**src/rtl/wrap_timer_pkg.sv**
```systemverilog
package wrap_timer_pkg;
  localparam logic [1:0] ADDR_CTRL = 2'd0;
  localparam logic [1:0] ADDR_RLD  = 2'd1;
  localparam logic [1:0] ADDR_CNT  = 2'd2;
  localparam logic [1:0] ADDR_STS  = 2'd3;

  typedef struct packed {
    logic cntWe;       // load counter from write data
    logic rldWe;       // load reload register from write data
    logic count;       // advance the counter this edge
    logic wrapReload;  // on wrap take reload value instead of zero
  } dpCtl_t;
endpackage

```
**src/rtl/timer_dp.sv**
```systemverilog
module timer_dp
  import wrap_timer_pkg::*;
#(
  parameter int CNT_W     = 32,
  parameter int MIN_DELTA = 3
) (
  input  logic             clk,
  input  logic             rstN,
  input  dpCtl_t           dpCtl,
  input  logic [CNT_W-1:0] wrData,
  output logic [CNT_W-1:0] cntVal,
  output logic [CNT_W-1:0] rldVal,
  output logic             wrapEvt
);
  localparam logic [CNT_W-1:0] ALL_ONES  = {CNT_W{1'b1}};
  localparam logic [CNT_W-1:0] MAX_START = ALL_ONES - CNT_W'(MIN_DELTA);
  localparam logic [CNT_W-1:0] ONE       = CNT_W'(1);

  logic [CNT_W-1:0] clamped;
  logic             atTop;

  always_comb begin
    clamped = (wrData > MAX_START) ? MAX_START : wrData;
    atTop   = (cntVal == ALL_ONES);
    wrapEvt = dpCtl.count && atTop && !dpCtl.cntWe;
  end

  always_ff @(posedge clk) begin
    if (!rstN) begin
      cntVal <= '0;
      rldVal <= '0;
    end else begin
      if (dpCtl.rldWe) rldVal <= clamped;
      if (dpCtl.cntWe) begin
        cntVal <= clamped;
      end else if (dpCtl.count) begin
        if (atTop) cntVal <= dpCtl.wrapReload ? rldVal : '0;
        else       cntVal <= cntVal + ONE;
      end
    end
  end
endmodule

```
**src/rtl/timer_ctrl.sv**
```systemverilog
module timer_ctrl
  import wrap_timer_pkg::*;
#(
  parameter int CNT_W = 32
) (
  input  logic             clk,
  input  logic             rstN,
  input  logic             regWe,
  input  logic [1:0]       regAddr,
  input  logic [CNT_W-1:0] regWdata,
  input  logic             wrapEvt,
  output dpCtl_t           dpCtl,
  output logic             runBit,
  output logic             autoBit,
  output logic             ovfFlag,
  output logic             irqEnBit,
  output logic             irq
);
  logic ctrlWe, stsWe;

  always_comb begin
    ctrlWe           = regWe && (regAddr == ADDR_CTRL);
    stsWe            = regWe && (regAddr == ADDR_STS);
    dpCtl.cntWe      = regWe && (regAddr == ADDR_CNT);
    dpCtl.rldWe      = regWe && (regAddr == ADDR_RLD);
    dpCtl.count      = runBit;
    dpCtl.wrapReload = autoBit;
    irq              = ovfFlag && irqEnBit;
  end

  always_ff @(posedge clk) begin
    if (!rstN) begin
      runBit   <= 1'b0;
      autoBit  <= 1'b0;
      ovfFlag  <= 1'b0;
      irqEnBit <= 1'b0;
    end else begin
      if (ctrlWe) begin
        runBit  <= regWdata[0];
        autoBit <= regWdata[1];
      end else if (wrapEvt && !autoBit) begin
        runBit  <= 1'b0;
      end
      if (wrapEvt)                    ovfFlag <= 1'b1;
      else if (stsWe && regWdata[0])  ovfFlag <= 1'b0;
      if (stsWe) irqEnBit <= regWdata[1];
    end
  end
endmodule

```
**src/rtl/wrap_timer.sv**
```systemverilog
module wrap_timer
  import wrap_timer_pkg::*;
#(
  parameter int CNT_W     = 32,
  parameter int MIN_DELTA = 3
) (
  input  logic             clk,
  input  logic             rstN,
  input  logic             regWe,
  input  logic [1:0]       regAddr,
  input  logic [CNT_W-1:0] regWdata,
  output logic [CNT_W-1:0] regRdata,
  output logic             irq
);
  dpCtl_t           dpCtl;
  logic [CNT_W-1:0] cntVal, rldVal;
  logic             wrapEvt, runBit, autoBit, ovfFlag, irqEnBit;

  timer_ctrl #(.CNT_W(CNT_W)) uCtrl (
    .clk(clk), .rstN(rstN), .regWe(regWe), .regAddr(regAddr),
    .regWdata(regWdata), .wrapEvt(wrapEvt), .dpCtl(dpCtl),
    .runBit(runBit), .autoBit(autoBit), .ovfFlag(ovfFlag),
    .irqEnBit(irqEnBit), .irq(irq)
  );

  timer_dp #(.CNT_W(CNT_W), .MIN_DELTA(MIN_DELTA)) uDp (
    .clk(clk), .rstN(rstN), .dpCtl(dpCtl), .wrData(regWdata),
    .cntVal(cntVal), .rldVal(rldVal), .wrapEvt(wrapEvt)
  );

  always_comb begin
    regRdata = '0;
    unique case (regAddr)
      ADDR_CTRL: regRdata[1:0] = {autoBit, runBit};
      ADDR_RLD:  regRdata      = rldVal;
      ADDR_CNT:  regRdata      = cntVal;
      ADDR_STS:  regRdata[1:0] = {irqEnBit, ovfFlag};
      default:   regRdata      = '0;
    endcase
  end
endmodule

```
**config.mk**
```make
export PLATFORM = sky130hd
export DESIGN_NAME = wrap_timer
export DESIGN_NICKNAME = d
export VERILOG_FILES = /design/src/rtl/wrap_timer_pkg.sv /design/src/rtl/timer_dp.sv /design/src/rtl/timer_ctrl.sv /design/src/rtl/wrap_timer.sv
export SDC_FILE = /design/constraint.sdc
export NUM_CORES = 1
export LEC_CHECK = 0
export ABC_AREA = 1
export CAP_MARGIN = 25
export CORE_ASPECT_RATIO = 0.75
export CORE_MARGIN = 2
export CORE_UTILIZATION = 55
export DETAILED_ROUTE_END_ITERATION = 10
export DONT_BUFFER_PORTS = 1
export PLACE_DENSITY = 0.7
export SLEW_MARGIN = 20
export SYNTH_ARGS = -nofsm -noshare
export SYNTH_HDL_FRONTEND = slang
export SYNTH_SLANG_ARGS = --single-unit
```
**constraint.sdc**
```tcl
create_clock -name clk -period 2.8 [get_ports clk]
set_input_delay 0.28 -clock clk [delete_from_list [all_inputs] [get_ports clk]]
set_output_delay 0.28 -clock clk [all_outputs]
set_load 0.05 [all_outputs]
```
; Word level (Yosys, flattened, before mapping)
; Index checks and enable logic that the tools add are counted.
[totals]
reg_bits = 68
latchBits = 0
mem_bits_rw = 0
romBits = 0
inputBits = 37
output_inout_bits = 33
elab_cells = 38
memories = 0
[op_classes]
n_addsub = 1
multipliers = 0
div = 0
n_lt_le_gt_ge = 1
n_eq_ne = 4
shift = 0
mux = 11
bitwise_logic = 0
n_reduce_logical = 15
[ops]
columns = operator, n
row1 = $mux W32, 5
row2 = $pmux W30 S2, 1
row3 = $add A32 B1 Y32 const B, 1
row4 = $eq A32 B32 Y1 const B, 1
row5 = $gt A32 B32 Y1 const B, 1
row6 = $logic_and A1 B1 Y1, 9
row7 = $pmux W2 S4, 1
row8 = $reduce_bool A2 Y1, 3
row9 = $eq A2 B2 Y1 const B, 2
row10 = $mux W1, 4
row11 = $eq A2 B1 Y1 const B, 1
row12 = $logic_not A1 Y1, 2
row13 = $logic_not A2 Y1, 1

; Depth between registers and ports, before layout
[logic_depth]
word_depth = 7
mapped_depth = 12
depth_no_buf = 11

; By module
; Synthesis repeated with hierarchy kept, for this count alone.
[unflattened]
hier_cells = 788
hier_area_um2 = 4758.3
[modules_own_cells]
columns = mod, n_inst, cells_per_inst, area_each_um2, seq_area_each_um2
row1 = timer_dp, 1, 632, 3950.0, 1281.2
row2 = wrap_timer, 1, 123, 585.6, 0.0
row3 = timer_ctrl, 1, 33, 222.7, 80.1

; Least setup slack after synthesis
; Ideal clock, no wire load.
[synth_path]
kind = input to output
start = in regAddr[0]
end = out regRdata[23]
arrival_ps = 1824
required_time_ps = 2520
setup_slack_ps = 696
stages = 6
n_path_buf = 2
cell_sequence = inv_1 -> ha_1 -> clkbuf_1 -> clkbuf_1 -> nand2_1 -> a21oi_1
[synth_between]
elab_chain_len = 2
elab_cells_between_ends = 3
classes_between = 2 x eq/ne / 1 x mux
[synth_rtl]
columns = item, line
row1 = "start, declared", wrap_timer.sv:10  ; input logic [1:0] regAddr,
row2 = $eq A2 B2 Y1 / $eq A2 B1 Y1 (equally long branches), wrap_timer.sv:33  ; unique case (regAddr)
row3 = $pmux W30 S2 (*), wrap_timer.sv:33
row4 = "end, declared", wrap_timer.sv:12  ; output logic [CNT_W-1:0] regRdata,
; Mark *: on every way between the ends. The rest lies on a longest branch, timed or not.

; Worst setup path in the final report
[layout_path]
start = reg uDp.cntVal[28]
end = reg uDp.cntVal[4]
[layout_between]
elab_chain_len = 4
[layout_rtl]
columns = item, line
row1 = "start, declared", timer_dp.sv:11  ; output logic [CNT_W-1:0] cntVal,
row2 = "start signal, assigned", timer_dp.sv:35  ; cntVal <= clamped;
row3 = "start signal, assigned", timer_dp.sv:37  ; if (atTop) cntVal <= dpCtl.wrapReload ? rldVal : '0;
row4 = "start signal, assigned", timer_dp.sv:38  ; else cntVal <= cntVal + ONE;
row5 = $eq A32 B32 Y1, timer_dp.sv:24  ; atTop = (cntVal == ALL_ONES);
row6 = $mux W32, timer_dp.sv:37
row7 = $mux W32, timer_dp.sv:36  ; end else if (dpCtl.count) begin
row8 = $mux W32, timer_dp.sv:34  ; if (dpCtl.cntWe) begin
; Every way passes these cells. The select of a mux whose other input is x is not followed.
; A chain may end at the register's enable or synchronous reset.

==> impl_metrics.json <==
{
  "cts_tree": "yes",
  "synth_top_cell_area_share": 0.294,
  "yosysSeqAreaShare": 0.294,
  "fin_crit_sh": 0.745,
  "num_rows": 28,
  "fin_crit_ps": 2090,
  "fin_area_um2": 5090,
  "ys_types": 33,
  "place_area_um2": 4900,
  "n_antenna_cell": 0,
  "coreArea_um2": 8020,
  "synthXorXnorAreaFrac": 0.0302,
  "insertion_delay_ps": 370,
  "critical_path_class": "register to register",
  "wl_per_cell_um": 17.5,
  "seqCellArea_um2": 1360,
  "slew_violations": 0,
  "cts_buffers": 9,
  "initial_utilization": 0.578,
  "slew_headroom": 0.488,
  "ys_top_cells_by_area": "dfxtp_1, nand2_1, a21oi_1, inv_1, nand3_1",
  "ir_worst_vdd_mv": 0.365,
  "synthMuxAreaShare": 0,
  "grt_max_degree": 51,
  "gp_congestion": 0.931,
  "multiInputGateArea_um2": 2820,
  "yosysTopAreaCell": "dfxtp_1",
  "use_met2": 0.494,
  "status": "completed",
  "synth_adder_area_share": 0.0162,
  "synth_compound_area_frac": 0.197,
  "cts_hold_buf": 0,
  "setup_viol": 0,
  "track_usage": 0.342,
  "gr-usage-met1": 0.500,
  "hold_viol": 0,
  "top_level_ports": 70,
  "vias": 5078,
  "yosys_warnings": 0,
  "dieHeight_um": 83.5,
  "post_cts_resized": 0,
  "cp-endpoint": "uDp.cntVal[4]",
  "fin_util": 0.635,
  "synth-edff-count": 0,
  "grt_pass1_wl_mm": 24.5,
  "fin_setup_tns_ps": 0,
  "numPortBuffers": 0,
  "antenna_found_initial": 0,
  "clock.fmax_mhz": 479,
  "htreeDepth": 3,
  "ys_async_sr_fraction": 0,
  "syn-cell-area_um2": 4630,
  "reg2reg_from": "uDp.cntVal[28]",
  "yosys.area_share.simple": 0.366,
  "clock_path_buffers": 2,
  "drtAntennaViolNets": 0,
  "finalWirelength_mm": 15.1,
  "syn_avg_cell_area_um2": 6.25,
  "fin_skew_ps": 6.88,
  "ys_seq_elements": 68,
  "drt_iter0_markers": 435,
  "dr.pass1.iters": 8,
  "fin_nets": 798,
  "area_growth_pct": 9.94,
  "reg2reg_to": "uDp.cntVal[4]",
  "post-cts-setup-buffers": 0,
  "maxCapViolCount": 0,
  "crit_path_end_kind": "register",
  "p_per_area_nw_per_um2": 436,
  "busiest_layer": "met1",
  "power_leakage_nw": 2.06,
  "dieArea_um2": 9180,
  "grt_use_met3": 0.0820,
  "synth_top_flop_cell": "dfxtp_1",
  "cp.arrival_ps": 2400,
  "grt_overflow": 0,
  "tightest_slew_ps": 767,
  "start_kind": "register",
  "fillers": 778,
  "r2r_cells": 10,
  "synth_fp_nets": 785,
  "syn_inst": 742,
  "worstPathMaxFanout": 21,
  "rsz0062_at_grt": "false",
  "required_ps": 3110,
  "p_total_mw": 2.22,
  "cts.reportedPaths.clkPinSlew_ps": 80,
  "dp_hpwl_mm": 10.7,
  "hold_path.class": "primary input to register",
  "cts_sinks": 68,
  "grt_pass1_vias": 4805,
  "die-width_um": 110,
  "drive_above_1_share": 0.136,
  "cts_root_buf": "clkbuf_8",
  "drc": 0,
  "startpoint": "uDp.cntVal[28]",
  "via_per_inst": 5.87,
  "rrSetupSlack_ps": 710,
  "synth_top_family_by_area": "simple AND/OR/NAND/NOR gates"
}
[worst min path at each step]
| stage | endpoint | slack [ps] | start | depth (start not counted) |
|---|---|---|---|---|
| after global routing | uDp.rldVal[5] | 40 | regWdata[5] | 2 |
| after CTS | uDp.cntVal[6] | 30 | rstN | 2 |
| final | uDp.cntVal[6] | 40 | rstN | 2 |
| after detailed placement | uDp.cntVal[6] | 410 | rstN | 2 |
| after global placement | uDp.rldVal[5] | 410 | regWdata[5] | 2 |
| after floorplan | uDp.rldVal[4] | 410 | regWdata[4] | 2 |
[report_power, final]
part / total, mW / switching [mW] / internal (mW)
sequential: 1.08 / 0.0651 / 1.02
clock: 0.829 / 0.394 / 0.435
combinational: 0.310 / 0.212 / 0.0984
[metrics by stage]
stage / cells / setup WS, ps / hold slack, ps
floorplan: 742 / 696 / 407
global placement: 849 / 832 / 410
detailed placement: 849 / 786 / 415
CTS: 865 / 756 / 28.2
global route: 865 / 540 / 42.1
finish: 865 / 714 / 41.3
[kinds of logic after synthesis]
group	after synthesis
simple gates	378
buf+inv	113
fa+ha+maj	6
flops	68
xor+xnor	16
compound gates	161
[synthesized netlist by cell type, drive strengths merged (4+ instances only)]
cell,count
buf,12
o21ai,30
nand2,248
nand3,36
xor2,12
nor2,63
o22ai,13
dfxtp,68
xnor2,4
or2,5
a21oi,103
clkbuf,27
nand4,24
ha,6
inv,73
o221ai,11
[cells in the final DEF (no fill, tap or decap), drive strengths merged, types with 2 or more instances in the layout]
master  netlist  layout
nand2       248     248
o21ai        30      30
or2           5       5
clkinv        1       4
nor3          2       2
inv          73      73
xnor2         4       4
nor2         63      63
clkbuf       27      12
buf          12      41
nand4        24      24
o221ai       11      11
a32oi         2       2
dfxtp        68      68
a21oi       103     103
nand3        36      36
o22ai        13      13
ha            6       6
xor2         12      12
[state kept, by name (all words and copies together), names as in the netlist]
signal / count
uDp.cntVal: 32
uDp.rldVal: 32
uCtrl.autoBit: 1
uCtrl.irqEnBit: 1
uCtrl.ovfFlag: 1
uCtrl.runBit: 1
[layer usage]
layer	up-vias	part of all wire
li1	2450	-
met5	-	0
met3	23	0.11
met4	0	0.019
met2	282	0.42
met1	2323	0.45
[worst max-delay path, stage by stage (launching register included)]
cell and delay [ps]:
dfxtp_1 480, nand2_1 160, nor2_4 360, nand2_2 130, nor2_4 220, nand2_4 230, o21ai_2 180, nand2_1 60
nand3_1 80, nand3_1 70, inv_1 60
[cell type report]
cell class	instances	share of cell area
Inverter	74	0.0548
Sequential cell	68	0.267
Tap cell	105	0.0258
Clock inverter	4	0.00958
Timing Repair Buffer	41	0.0604
Multi-Input combinational cell	561	0.554
Clock buffer	12	0.0285
(Power assumes the default switching activity.)
